`src/rtl/rowpulse_pkg.sv`:
```
package rowpulse_pkg;

  typedef enum logic [1:0] {
    PH_IDLE   = 2'd0,
    PH_ADDR   = 2'd1,
    PH_LATCH  = 2'd2,
    PH_ENABLE = 2'd3
  } phase_e;

endpackage

```
`src/rtl/rowpulse_cmd_reg.sv`:
```
module rowpulse_cmd_reg #(
  parameter int ADDR_W = 5,
  parameter int CNT_W  = 27,
  localparam int CMD_W = ADDR_W + CNT_W
) (
  input  logic              clk,
  input  logic              rst,
  input  logic              take,
  input  logic [CMD_W-1:0]  cmd,
  output logic [ADDR_W-1:0] addr_q,
  output logic [CNT_W-1:0]  cnt_q
);

  always_ff @(posedge clk) begin
    if (rst) begin
      addr_q <= '0;
      cnt_q  <= '0;
    end else if (take) begin
      addr_q <= cmd[ADDR_W-1:0];
      cnt_q  <= cmd[CMD_W-1:ADDR_W];
    end
  end

endmodule

```
`src/rtl/rowpulse_timer.sv`:
```
module rowpulse_timer #(
  parameter int W = 27
) (
  input  logic         clk,
  input  logic         rst,
  input  logic         load,
  input  logic [W-1:0] load_val,
  output logic         at_zero
);

  logic [W-1:0] remain_q;

  always_ff @(posedge clk) begin
    if (rst) begin
      remain_q <= '0;
    end else if (load) begin
      remain_q <= load_val;
    end else if (remain_q != '0) begin
      remain_q <= remain_q - W'(1);
    end
  end

  assign at_zero = (remain_q == '0);

endmodule

```
`src/rtl/rowpulse_seq.sv`:
```
module rowpulse_seq
  import rowpulse_pkg::*;
#(
  parameter int CNT_W     = 27,
  parameter int ADDR_HOLD = 2,
  parameter int LAT_CYC   = 8
) (
  input  logic             clk,
  input  logic             rst,
  input  logic             cmd_valid,
  input  logic [CNT_W-1:0] pulse_cnt,
  input  logic             tmr_zero,
  output logic             tmr_load,
  output logic [CNT_W-1:0] tmr_val,
  output logic             take,
  output logic             lat_q,
  output logic             idle_q,
  output logic             en_next
);

  localparam logic [CNT_W-1:0] HOLD_LAST = CNT_W'(ADDR_HOLD - 1);
  localparam logic [CNT_W-1:0] LAT_LAST  = CNT_W'(LAT_CYC - 1);

  phase_e phase_q, phase_d;

  assign take = idle_q && cmd_valid;

  always_comb begin
    phase_d  = phase_q;
    tmr_load = 1'b0;
    tmr_val  = '0;
    unique case (phase_q)
      PH_IDLE: begin
        if (cmd_valid) begin
          phase_d  = PH_ADDR;
          tmr_load = 1'b1;
          tmr_val  = HOLD_LAST;
        end
      end
      PH_ADDR: begin
        if (tmr_zero) begin
          phase_d  = PH_LATCH;
          tmr_load = 1'b1;
          tmr_val  = LAT_LAST;
        end
      end
      PH_LATCH: begin
        if (tmr_zero) begin
          phase_d  = PH_ENABLE;
          tmr_load = 1'b1;
          tmr_val  = pulse_cnt;
        end
      end
      PH_ENABLE: begin
        if (tmr_zero) phase_d = PH_IDLE;
      end
      default: phase_d = PH_IDLE;
    endcase
  end

  assign en_next = (phase_d == PH_ENABLE);

  always_ff @(posedge clk) begin
    if (rst) begin
      phase_q <= PH_IDLE;
      lat_q   <= 1'b0;
      idle_q  <= 1'b1;
    end else begin
      phase_q <= phase_d;
      lat_q   <= (phase_d == PH_LATCH);
      idle_q  <= (phase_d == PH_IDLE);
    end
  end

endmodule

```
`src/rtl/rowpulse_oe_drive.sv`:
```
module rowpulse_oe_drive #(
  parameter bit OE_INVERT = 1'b0
) (
  input  logic clk,
  input  logic rst,
  input  logic en_next,
  output logic oe_pin
);

  generate
    if (OE_INVERT) begin : g_active_high
      always_ff @(posedge clk) begin
        if (rst) oe_pin <= 1'b0;
        else     oe_pin <= en_next;
      end
    end else begin : g_active_low
      always_ff @(posedge clk) begin
        if (rst) oe_pin <= 1'b1;
        else     oe_pin <= ~en_next;
      end
    end
  endgenerate

endmodule

```
`src/rtl/rowpulse_top.sv`:
```
module rowpulse_top #(
  parameter int ADDR_W    = 5,
  parameter int CNT_W     = 27,
  parameter int ADDR_HOLD = 2,
  parameter int LAT_CYC   = 8,
  parameter bit OE_INVERT = 1'b0,
  localparam int CMD_W    = ADDR_W + CNT_W
) (
  input  logic              clk,
  input  logic              rst,
  input  logic              cmd_valid_i,
  output logic              cmd_ready_o,
  input  logic [CMD_W-1:0]  cmd_data_i,
  output logic [ADDR_W-1:0] row_addr_o,
  output logic              lat_o,
  output logic              oe_pin_o,
  output logic              idle_o
);

  logic             take;
  logic [CNT_W-1:0] cnt_q;
  logic             tmr_load;
  logic [CNT_W-1:0] tmr_val;
  logic             tmr_zero;
  logic             en_next;
  logic             idle_q;

  rowpulse_cmd_reg #(.ADDR_W(ADDR_W), .CNT_W(CNT_W)) u_cmd (
    .clk(clk), .rst(rst), .take(take), .cmd(cmd_data_i),
    .addr_q(row_addr_o), .cnt_q(cnt_q)
  );

  rowpulse_timer #(.W(CNT_W)) u_tmr (
    .clk(clk), .rst(rst), .load(tmr_load), .load_val(tmr_val),
    .at_zero(tmr_zero)
  );

  rowpulse_seq #(.CNT_W(CNT_W), .ADDR_HOLD(ADDR_HOLD), .LAT_CYC(LAT_CYC)) u_seq (
    .clk(clk), .rst(rst), .cmd_valid(cmd_valid_i), .pulse_cnt(cnt_q),
    .tmr_zero(tmr_zero), .tmr_load(tmr_load), .tmr_val(tmr_val),
    .take(take), .lat_q(lat_o), .idle_q(idle_q), .en_next(en_next)
  );

  rowpulse_oe_drive #(.OE_INVERT(OE_INVERT)) u_oe (
    .clk(clk), .rst(rst), .en_next(en_next), .oe_pin(oe_pin_o)
  );

  assign idle_o      = idle_q;
  assign cmd_ready_o = idle_q;

endmodule

```
`config.mk`:
```
export PLATFORM = sky130hd
export DESIGN_NAME = rowpulse_top
export DESIGN_NICKNAME = d
export VERILOG_FILES = /design/src/rtl/rowpulse_pkg.sv /design/src/rtl/rowpulse_cmd_reg.sv /design/src/rtl/rowpulse_timer.sv /design/src/rtl/rowpulse_seq.sv /design/src/rtl/rowpulse_oe_drive.sv /design/src/rtl/rowpulse_top.sv
export SDC_FILE = /design/constraint.sdc
export NUM_CORES = 1
export LEC_CHECK = 0
export ABC_AREA = 1
export ABC_CLOCK_PERIOD_IN_PS = 1900
export BUFFER_PORTS_ARGS = -buffer_cell sky130_fd_sc_hd__buf_2
export CORE_AREA = 2 2 85 87
export DETAILED_ROUTE_END_ITERATION = 16
export DIE_AREA = 0 0 87 89
export PLACE_DENSITY = 0.69
export SETUP_SLACK_MARGIN = 0.2
export SLEW_MARGIN = 20
export SYNTH_ARGS = -nofsm -noshare
export SYNTH_HDL_FRONTEND = slang
export SYNTH_SLANG_ARGS = --single-unit
```
`constraint.sdc`:
```
create_clock -name clk -period 1.9 [get_ports clk]
set_input_delay 0.095 -clock clk [delete_from_list [all_inputs] [get_ports clk]]
set_output_delay 0.095 -clock clk [all_outputs]
set_load 0.1 [all_outputs]
```
Word level (Yosys, flattened, before mapping)

Cells that the tools add are included.

Add/sub/neg operators: 1
Mux-type cells: 14
Reduce and logical (&&, ||, !) cells: 7
Bitwise operators: 1
Eq/ne operators: 5

Operators by type and width:

| operator              | number |
|---|---|
| $mux 27               | 3 |
| $pmux 27 s3           | 1 |
| $logic_not 27->1      | 1 |
| $reduce_bool 27->1    | 1 |
| $sub 27x1->27 const B | 1 |
| $eq 2x2->1 const B    | 4 |
| $mux 2                | 4 |
| $pmux 2 s4            | 1 |
| $logic_not 2->1       | 2 |
| $mux 1                | 3 |
| $mux 3                | 1 |
| $eq 2x1->1 const B    | 1 |
| $pmux 1 s2            | 1 |
| $reduce_bool 2->1     | 1 |
| $reduce_or 2->1       | 1 |
| $logic_and 1x1->1     | 1 |
| $not 1->1             | 1 |

Word-level logic and storage cells: 35
Bits in registers: 64

Logic depth before layout (Yosys ltp)

Gate-level depths: netlist (run 1).

Depth after elaboration: 5
Gate-level depth with buffers: 15
Depth with buffers taken out: 14

Cells and area by module

A second synthesis (run 1) with hierarchy kept.

Cell total of the unflattened synthesis: 627
Area total of the unflattened synthesis: 3,829.9 um2

By module, submodules not included:

| module            | cells an instance | times used | seq. area each (um2) | area each (um2) |
|---|---|---|---|---|
| rowpulse_timer    | 303               | 1          | 540.5                | 1,841.8 |
| rowpulse_cmd_reg  | 203               | 1          | 640.6                | 1,338.8 |
| rowpulse_seq      | 117               | 1          | 80.1                 | 614.3 |
| rowpulse_oe_drive | 3                 | 1          | 20.0                 | 27.5 |
| rowpulse_top      | 1                 | 1          | 0.0                  | 7.5 |

Worst setup path after synthesis (run 1)

OpenSTA, ideal clock, no wires.

Path type: register to register
Start: register u_seq.idle_q
End: register u_cmd.addr_q[0]
Data required time: 1.835 ns
Cell stages (with the launch flop): 6
Path buffers: 1
Setup time: 0.065 ns
Path slack: 0.026 ns
Period minus slack after synthesis: 1.874 ns
Data arrival time: 1.809 ns
Cells stage by stage: dfxtp_1 nand2_1 inv_1 clkbuf_1 nor2_1 nor2_1

Word-level cells in the longest chain between the ends: 1

RTL lines:

| what                     | line                   | source |
|---|---|---|
| start: declaration       | rowpulse_seq.sv:17     | `output logic idle_q,` |
| start signal: assignment | rowpulse_seq.sv:71     | `idle_q <= (phase_d == PH_IDLE);` |
| $logic_and 1x1->1        | rowpulse_seq.sv:26     | `assign take = idle_q && cmd_valid;` |
| end signal: assignment   | rowpulse_cmd_reg.sv:19 | `addr_q <= cmd[ADDR_W-1:0];` |
| end: declaration         | rowpulse_cmd_reg.sv:10 | `output logic [ADDR_W-1:0] addr_q,` |

No other way between the ends.
A chain may end at the register's enable or synchronous reset.

Final worst setup path (run 1)

Start: register u_tmr.remain_q[1]
End: register u_tmr.remain_q[20]

Word-level cells in the longest chain between the ends: 4
Elaborated cells on any way between the ends: 10

RTL lines:

| what                                                  | line                 | source |
|---|---|---|
| start: declaration                                    | rowpulse_timer.sv:11 | `logic [W-1:0] remain_q;` |
| start signal: assignment                              | rowpulse_timer.sv:17 | `remain_q <= load_val;` |
| start signal: assignment                              | rowpulse_timer.sv:19 | `remain_q <= remain_q - W'(1);` |
| branches (longest 4 deep; another with $sub 27x1->27) | n/a                  |  |

Several ways; the timed one is not identified. The select of a mux whose other input is x is not followed.

==> results.ini, run 1 <==
[status]
status=complete, no violations

[floorplanning]
design.core.area_sq_um=6719
initial_core_util_pct=49.61
dieArea_sq_um=7743
io_pins=44
die_w_um=87
die_y_um=89
rows=30

[global_route]
track_usage_pct=22.67
grt_pass1_vias=3020
grt_max_degree=34
antenna_found_initial=0
grt_pass1_wl_mm=13.63
overflow=0

[layout]
regArea_sq_um=1291
drive_above_1_share_pct=29.04
multiInputGateArea_sq_um=1973
n_antenna_cell=0
fillers=559
nNetsFinal=588
design_area_sq_um=4322
syn_to_final_growth_pct=29.65

[timing]
fin_setup_tns_ps=0
final_hold_viol_count=0
fmax_mhz=571.9
fin_hold_ws_ps=5.249
slew_viol_final=0
setup_viol=0
skew_ps=9.878
period_minus_slack_ps=1748
tightestPinTransition_ps=488.8
fin_crit_sh_pct=92.02
rsz0062_at_grt=yes
relSlewSlack_pct=67.64

[cts]
numCtsBuffers=9
tritoncts=done
cts-root-buf=clkbuf_8
insertion_delay_ps=350
clk_path_buf_depth=2
clkTransAtPathRegs_ps=70
cts.sinks=64
htreeDepth=3

[synth]
yosysSeqAreaShare_pct=38.44
synth_nets=515
syn_area_sq_um=3333
synthSimpleGateAreaFrac_pct=35.10
syn_avg_cell_area_sq_um=7.047
synth-seq-cells=64
synth-adder-area-share_pct=2.628
synthMuxAreaShare_pct=0
yosysWarnings=0
synth-compound-area-share_pct=9.910
synth_xor_area_share_pct=6.044
ys_types=32
synth_top_family_by_area=simple AND/OR/NAND/NOR gates
syn_inst=473

[critical_path]
crit_type=register to register
cp.required_ps=2170
arrival_ps=2020
ff2ff_path_depth=11
regToRegEndpoint=u_tmr.remain_q[20]
crit_fanout=26
endpoint_kind=register
reg2reg_from=u_tmr.remain_q[1]
crit_path_end=u_tmr.remain_q[20]
cp-start-kind=register
crit_start=u_tmr.remain_q[1]
reg2reg_slack_ps=150

[placement]
placed_area_sq_um=3674
gp_congestion=0.9122
hpwl_mm=5.581
place.port_buffers=43

[drt]
postRouteWirelength_mm=8.532
ant_nets=0
num_vias=3249
drc=0
first_pass_iters=4
via_per_inst=5.149
drt_iter0_markers=233
wl_per_cell_um=13.52

[run]
max-cap-violations=0

[pwr]
irDropWorstVdd_mv=0.7235
p_leak_uw=0.001977
p_per_area_nw_per_um2=1696

[hold_path]
hold_path_class=input pin to register

[kinds of logic after synthesis]
logic type | count (synthesis)
simple gates | 256
flops | 64
compound gates | 63
buf+inv | 60
xor+xnor | 23
fa+ha+maj | 7
[state kept, by name, indices dropped and copies added (netlist names)]
signal	flops
u_seq.idle_q	1
u_seq.phase_q	2
u_cmd.cnt_q	27
u_oe.oe_pin	1
u_cmd.addr_q	5
u_seq.lat_q	1
u_tmr.remain_q	27
[repair_timing]
action                     CTS  global route
hold endpoints to repair    12             0
setup buffers                5             7
gates cloned                 0             1
pin swaps                    4            13
resized for setup           23            46
hold buffers                12             0
setup endpoints to repair   32            32
[layer usage]
layer,GRT usage [%],share of wire (%),vias to the layer above
li1,-,-,1659
met1,30.35,46,1462
met2,35.05,45,103
met3,5.171,5.5,25
met4,10.09,3.2,0
met5,0,0,-
[cell type report]
class	count	area share [%]
inverters	39	3.445
repair buffers	83	14.13
clock buffers	11	3.272
well taps	80	2.316
clock inverters	5	1.303
multi-input cells	349	45.66
flip-flops and latches	64	29.88
[per-stage QoR]
stage / worst slack (ps) / total power [uW] / cells / utilization, %
floorplan: 210.2 / 4601 / 473 / -
finish: 151.6 / 7330 / 631 / 64.32
global route: 39.96 / 7863 / 631 / 64.32
detailed placement: 71.05 / 5294 / 590 / 54.67
global placement: 134.4 / 5241 / 590 / 54.67
CTS: 204.2 / 6858 / 623 / 61.06
[critical path: stages, from the launching register on]
cell	delay, ps
dfxtp_2	330
inv_2	70
ha_4	160
nand2_4	80
inv_4	70
nand2_4	60
nor2_8	150
nand3_4	110
a21oi_4	160
buf_12	180
nand3_1	130
a21oi_1	170
[Yosys cell counts]
cell type  count  area, sq um
nor3_2         3        30.03
xor2_1        18        157.7
dfxtp_1       64         1281
o21ai_0       37        185.2
nand4_1        5        31.28
inv_2          4        15.01
nand3_2        2        20.02
a21oi_4        1        16.27
clkbuf_1      12        45.04
buf_4          1        7.510
nand2_4        2        22.52
nand3b_1       1        7.510
nor2b_1        1        6.260
nand3_4        1        17.52
nand2_2        3        18.77
nor4_1         1        6.260
a21oi_1       21        105.1
ha_1           7        87.58
nor2_8         1        20.02
nor2_1       108        405.4
xnor2_1        5        43.79
buf_2          3        15.01
o21ai_2        1        8.760
buf_1          1        3.750
o21ai_1        3        15.01
nor2_2         3        18.77
nor3_1         1        5.000
nor2_4         5        56.30
inv_1         35        131.4
nand2_1       73        274.0
buf_6          4        45.04
nand3_1       46        230.2
[report_power, final]
part	internal, uW	switching [uW]	total, uW
Clock	639	546	1190
Sequential	1670	281	1950
Combinational	1600	2590	4190
Total	3910	3420	7330
[layout by cell type, fill, tap and decap left out, types with 4 or more instances in the layout]
master	n
nor2_1	95
nand2_1	64
dfxtp_1	56
buf_2	43
nand3_1	39
o21ai_0	36
inv_1	29
buf_4	20
a21oi_1	18
xor2_1	18
dlygate4sd3_1	12
nor2_2	11
nor2_4	10
clkbuf_8	10
inv_2	9
nand3_2	8
dfxtp_2	8
nand2_2	7
nand2_4	6
ha_1	6
nand4_1	5
xnor2_1	5
buf_6	4
buf_12	4
[worst min-delay path by stage]
stage	start	end	slack [ps]	cells after the start
floorplan	cmd_data_i[6]	u_cmd.cnt_q[1]	260	2
global placement	cmd_data_i[14]	u_cmd.cnt_q[9]	350	3
detailed placement	cmd_data_i[0]	u_cmd.addr_q[0]	350	3
CTS	cmd_data_i[11]	u_cmd.cnt_q[6]	2	3
global route	cmd_data_i[4]	u_cmd.addr_q[4]	20	3
finish	cmd_data_i[1]	u_cmd.addr_q[1]	5	3
Power figures use the tool's default switching activity.
==> run 2, diff against run 1 <==
- CORE_AREA: 2 2 85 87 -> 2 2 86 88
- DIE_AREA: 0 0 87 89 -> 0 0 88 90
- PLACE_DENSITY: 0.69 -> 0.68
==> run 2 against run 1 <==
  * Wire length is 3.4% higher
  * Final cell count increased by 4.8%
  * Global-route usage fell by 0.094 points
  * Via count increased by 1.4%
  * Combinational power up 6.2%
  * Largest cell class unchanged
  * Critical endpoint is now u_tmr.remain_q[1]
==> results.ini, run 2 (synthesized netlist as in run 1, its figures left out) <==
[timing]
fmax_mhz=570.2  ; was 571.9 MHz
fin_hold_ws_ps=7.607  ; was 5.249 ps
fin_setup_tns_ps=0  ; unchanged
tightestPinTransition_ps=491.7  ; was 488.8 ps
relSlewSlack_pct=67.45  ; was 67.64%
rsz0062_at_grt=yes  ; unchanged
fin_crit_sh_pct=92.31  ; was 92.02%
slew_viol_final=0  ; unchanged
final_hold_viol_count=0  ; unchanged
setup_viol=0  ; unchanged
skew_ps=9.697  ; was 9.878 ps
period_minus_slack_ps=1754  ; was 1748 ps

[layout]
final_common_cell=nor2_1  ; unchanged
nNetsFinal=599  ; was 588
n_antenna_cell=0  ; unchanged
mostFrequentLayoutCells=nor2_1 (92), nand2_1 (61), dfxtp_1 (49)  ; was nor2_1 (95), nand2_1 (64), dfxtp_1 (56)
reg_top3=u_cmd.cnt_q x27, u_tmr.remain_q x27, u_cmd.addr_q x5  ; unchanged
syn_to_final_growth_pct=34.31  ; was 29.65%
drive_above_1_share_pct=30.43  ; was 29.04%
fin_cells=661  ; was 631

[critical_path]
cpMostUsedCell=nand2_4  ; unchanged
endpoint_kind=register  ; unchanged
arrival_ps=1980  ; was 2020 ps
crit_fanout=8  ; was 26
slowest_stage=dfxtp_2  ; unchanged
cp-start-kind=register  ; unchanged
cp.required_ps=2120  ; was 2170 ps
crit_type=register to register  ; unchanged
cp_slowest_stage_delay_ps=330  ; about the same
path_cells=inv_2 > ha_4 > nand2_4 > inv_4 > nand2_4 > nor2_8 > nand3_4 > nand2_4 > nand2_8 > buf_12 > nand3_2 > nand2_1 > nor2_1 > nor2_1  ; was inv_2 > ha_4 > nand2_4 > inv_4 > nand2_4 > nor2_8 > nand3_4 > a21oi_4 > buf_12 > nand3_1 > a21oi_1

[pwr]
irDropWorstVdd_mv=0.6387  ; was 0.7235 mV
p_per_area_nw_per_um2=1677  ; was 1696 nW/um^2
p_leak_uw=0.002042  ; was 0.001977 uW

[cts]
cts-root-buf=clkbuf_8  ; unchanged
cts.sinks=64  ; unchanged
clkTransAtPathRegs_ps=70  ; about the same
insertion_delay_ps=350  ; about the same
clk_path_buf_depth=2  ; unchanged
numCtsBuffers=9  ; unchanged
tritoncts=done  ; unchanged
htreeDepth=3  ; unchanged

[global_route]
grt_max_degree=34  ; unchanged
grt_pass1_vias=3124  ; was 3020
overflow=0  ; unchanged
grt_pass1_wl_mm=14.07  ; was 13.63 mm
track_usage_pct=22.58  ; was 22.67%
antenna_found_initial=0  ; unchanged

[status]
status=complete, no violations  ; unchanged

[hold_path]
hold_path_class=input pin to register  ; unchanged

[floorplanning]
dieArea_sq_um=7920  ; was 7743 sq um
design.core.area_sq_um=7020  ; was 6719 sq um
die_y_um=90  ; was 89 um
rows=31  ; was 30
io_pins=44  ; unchanged
initial_core_util_pct=47.48  ; was 49.61%
die_w_um=88  ; was 87 um

[drt]
num_vias=3295  ; was 3249
drt_iter0_markers=201  ; was 233
ant_nets=0  ; unchanged
first_pass_iters=4  ; unchanged
via_per_inst=4.985  ; was 5.149
postRouteWirelength_mm=8.818  ; was 8.532 mm
drc=0  ; unchanged
wl_per_cell_um=13.34  ; was 13.52 um

[placement]
post-place-cells=610  ; was 590
hpwl_mm=5.765  ; was 5.581 mm
place.port_buffers=43  ; unchanged
gp_congestion=0.8876  ; was 0.9122

[run]
max-cap-violations=0  ; unchanged

run 2: worst paths after layout:
path / slack (ps) / from / cells after the start / end
worst min-delay path: 8 / cmd_data_i[4] / 3 / u_cmd.addr_q[4]
worst min register to register: 480 / u_cmd.cnt_q[5] / 2 / u_tmr.remain_q[5]
worst max register to register: 150 / u_tmr.remain_q[1] / 14 / u_tmr.remain_q[1]
worst max-delay path: 150 / u_tmr.remain_q[1] / 14 / u_tmr.remain_q[1]
run 2: layout make-up:
| type | count | area, sq um |
|---|---|---|
| clock buffers | 12 | 145.1 |
| clock inverters | 4 | 30.03 |
| fillers | 584 | 2544 |
| inverters | 39 | 151.4 |
| multi-input cells | 349 | 1997 |
| flip-flops and latches | 64 | 1308 |
| well taps | 99 | 123.9 |
| repair buffers | 94 | 721.9 |
run 2: repair_timing:
action | 4_1_cts | 5_1_grt
endpoints found under the setup margin | 31 | 32
cloned | 1 | 1
buffers inserted | 5 | 10
hold buffers | 18 | 0
hold endpoints to repair | 18 | 0
gates resized for setup | 27 | 53
pin swaps | 4 | 25
run 2: report_power, final:
part / internal, uW / switching, uW / total, uW
Clock: 512 / 539 / 1050
Combinational: 1780 / 2670 / 4450
Sequential: 1690 / 314 / 2010
Total: 3990 / 3520 / 7510
run 2: per-stage QoR:
stage / setup slack [ps] / power, uW / util [%] / cell area (sq um)
floorplan: 210.2 / 4601 / - / 3337
global placement: 129.8 / 5304 / 52.95 / 3717
detailed placement: 25.59 / 5349 / 52.95 / 3717
CTS: 209.5 / 6828 / 60.20 / 4227
global route: 48.96 / 8016 / 63.77 / 4477
finish: 146.2 / 7506 / 63.77 / 4477
run 2: critical path, delay by kind of cell, from the launching register on:
kind	cells	cell delay [ps]
fa+ha+maj	1	150
buf+inv	3	290
flops	1	330
simple gates	10	850
run 2: layer usage:
metal / global-route usage, % / vias up / part of all wire (%)
met5: 0 / - / 0
met4: 9.103 / 0 / 1.9
met3: 4.040 / 16 / 5.1
met2: 36.55 / 90 / 48
met1: 29.34 / 1509 / 45
li1: - / 1680 / -
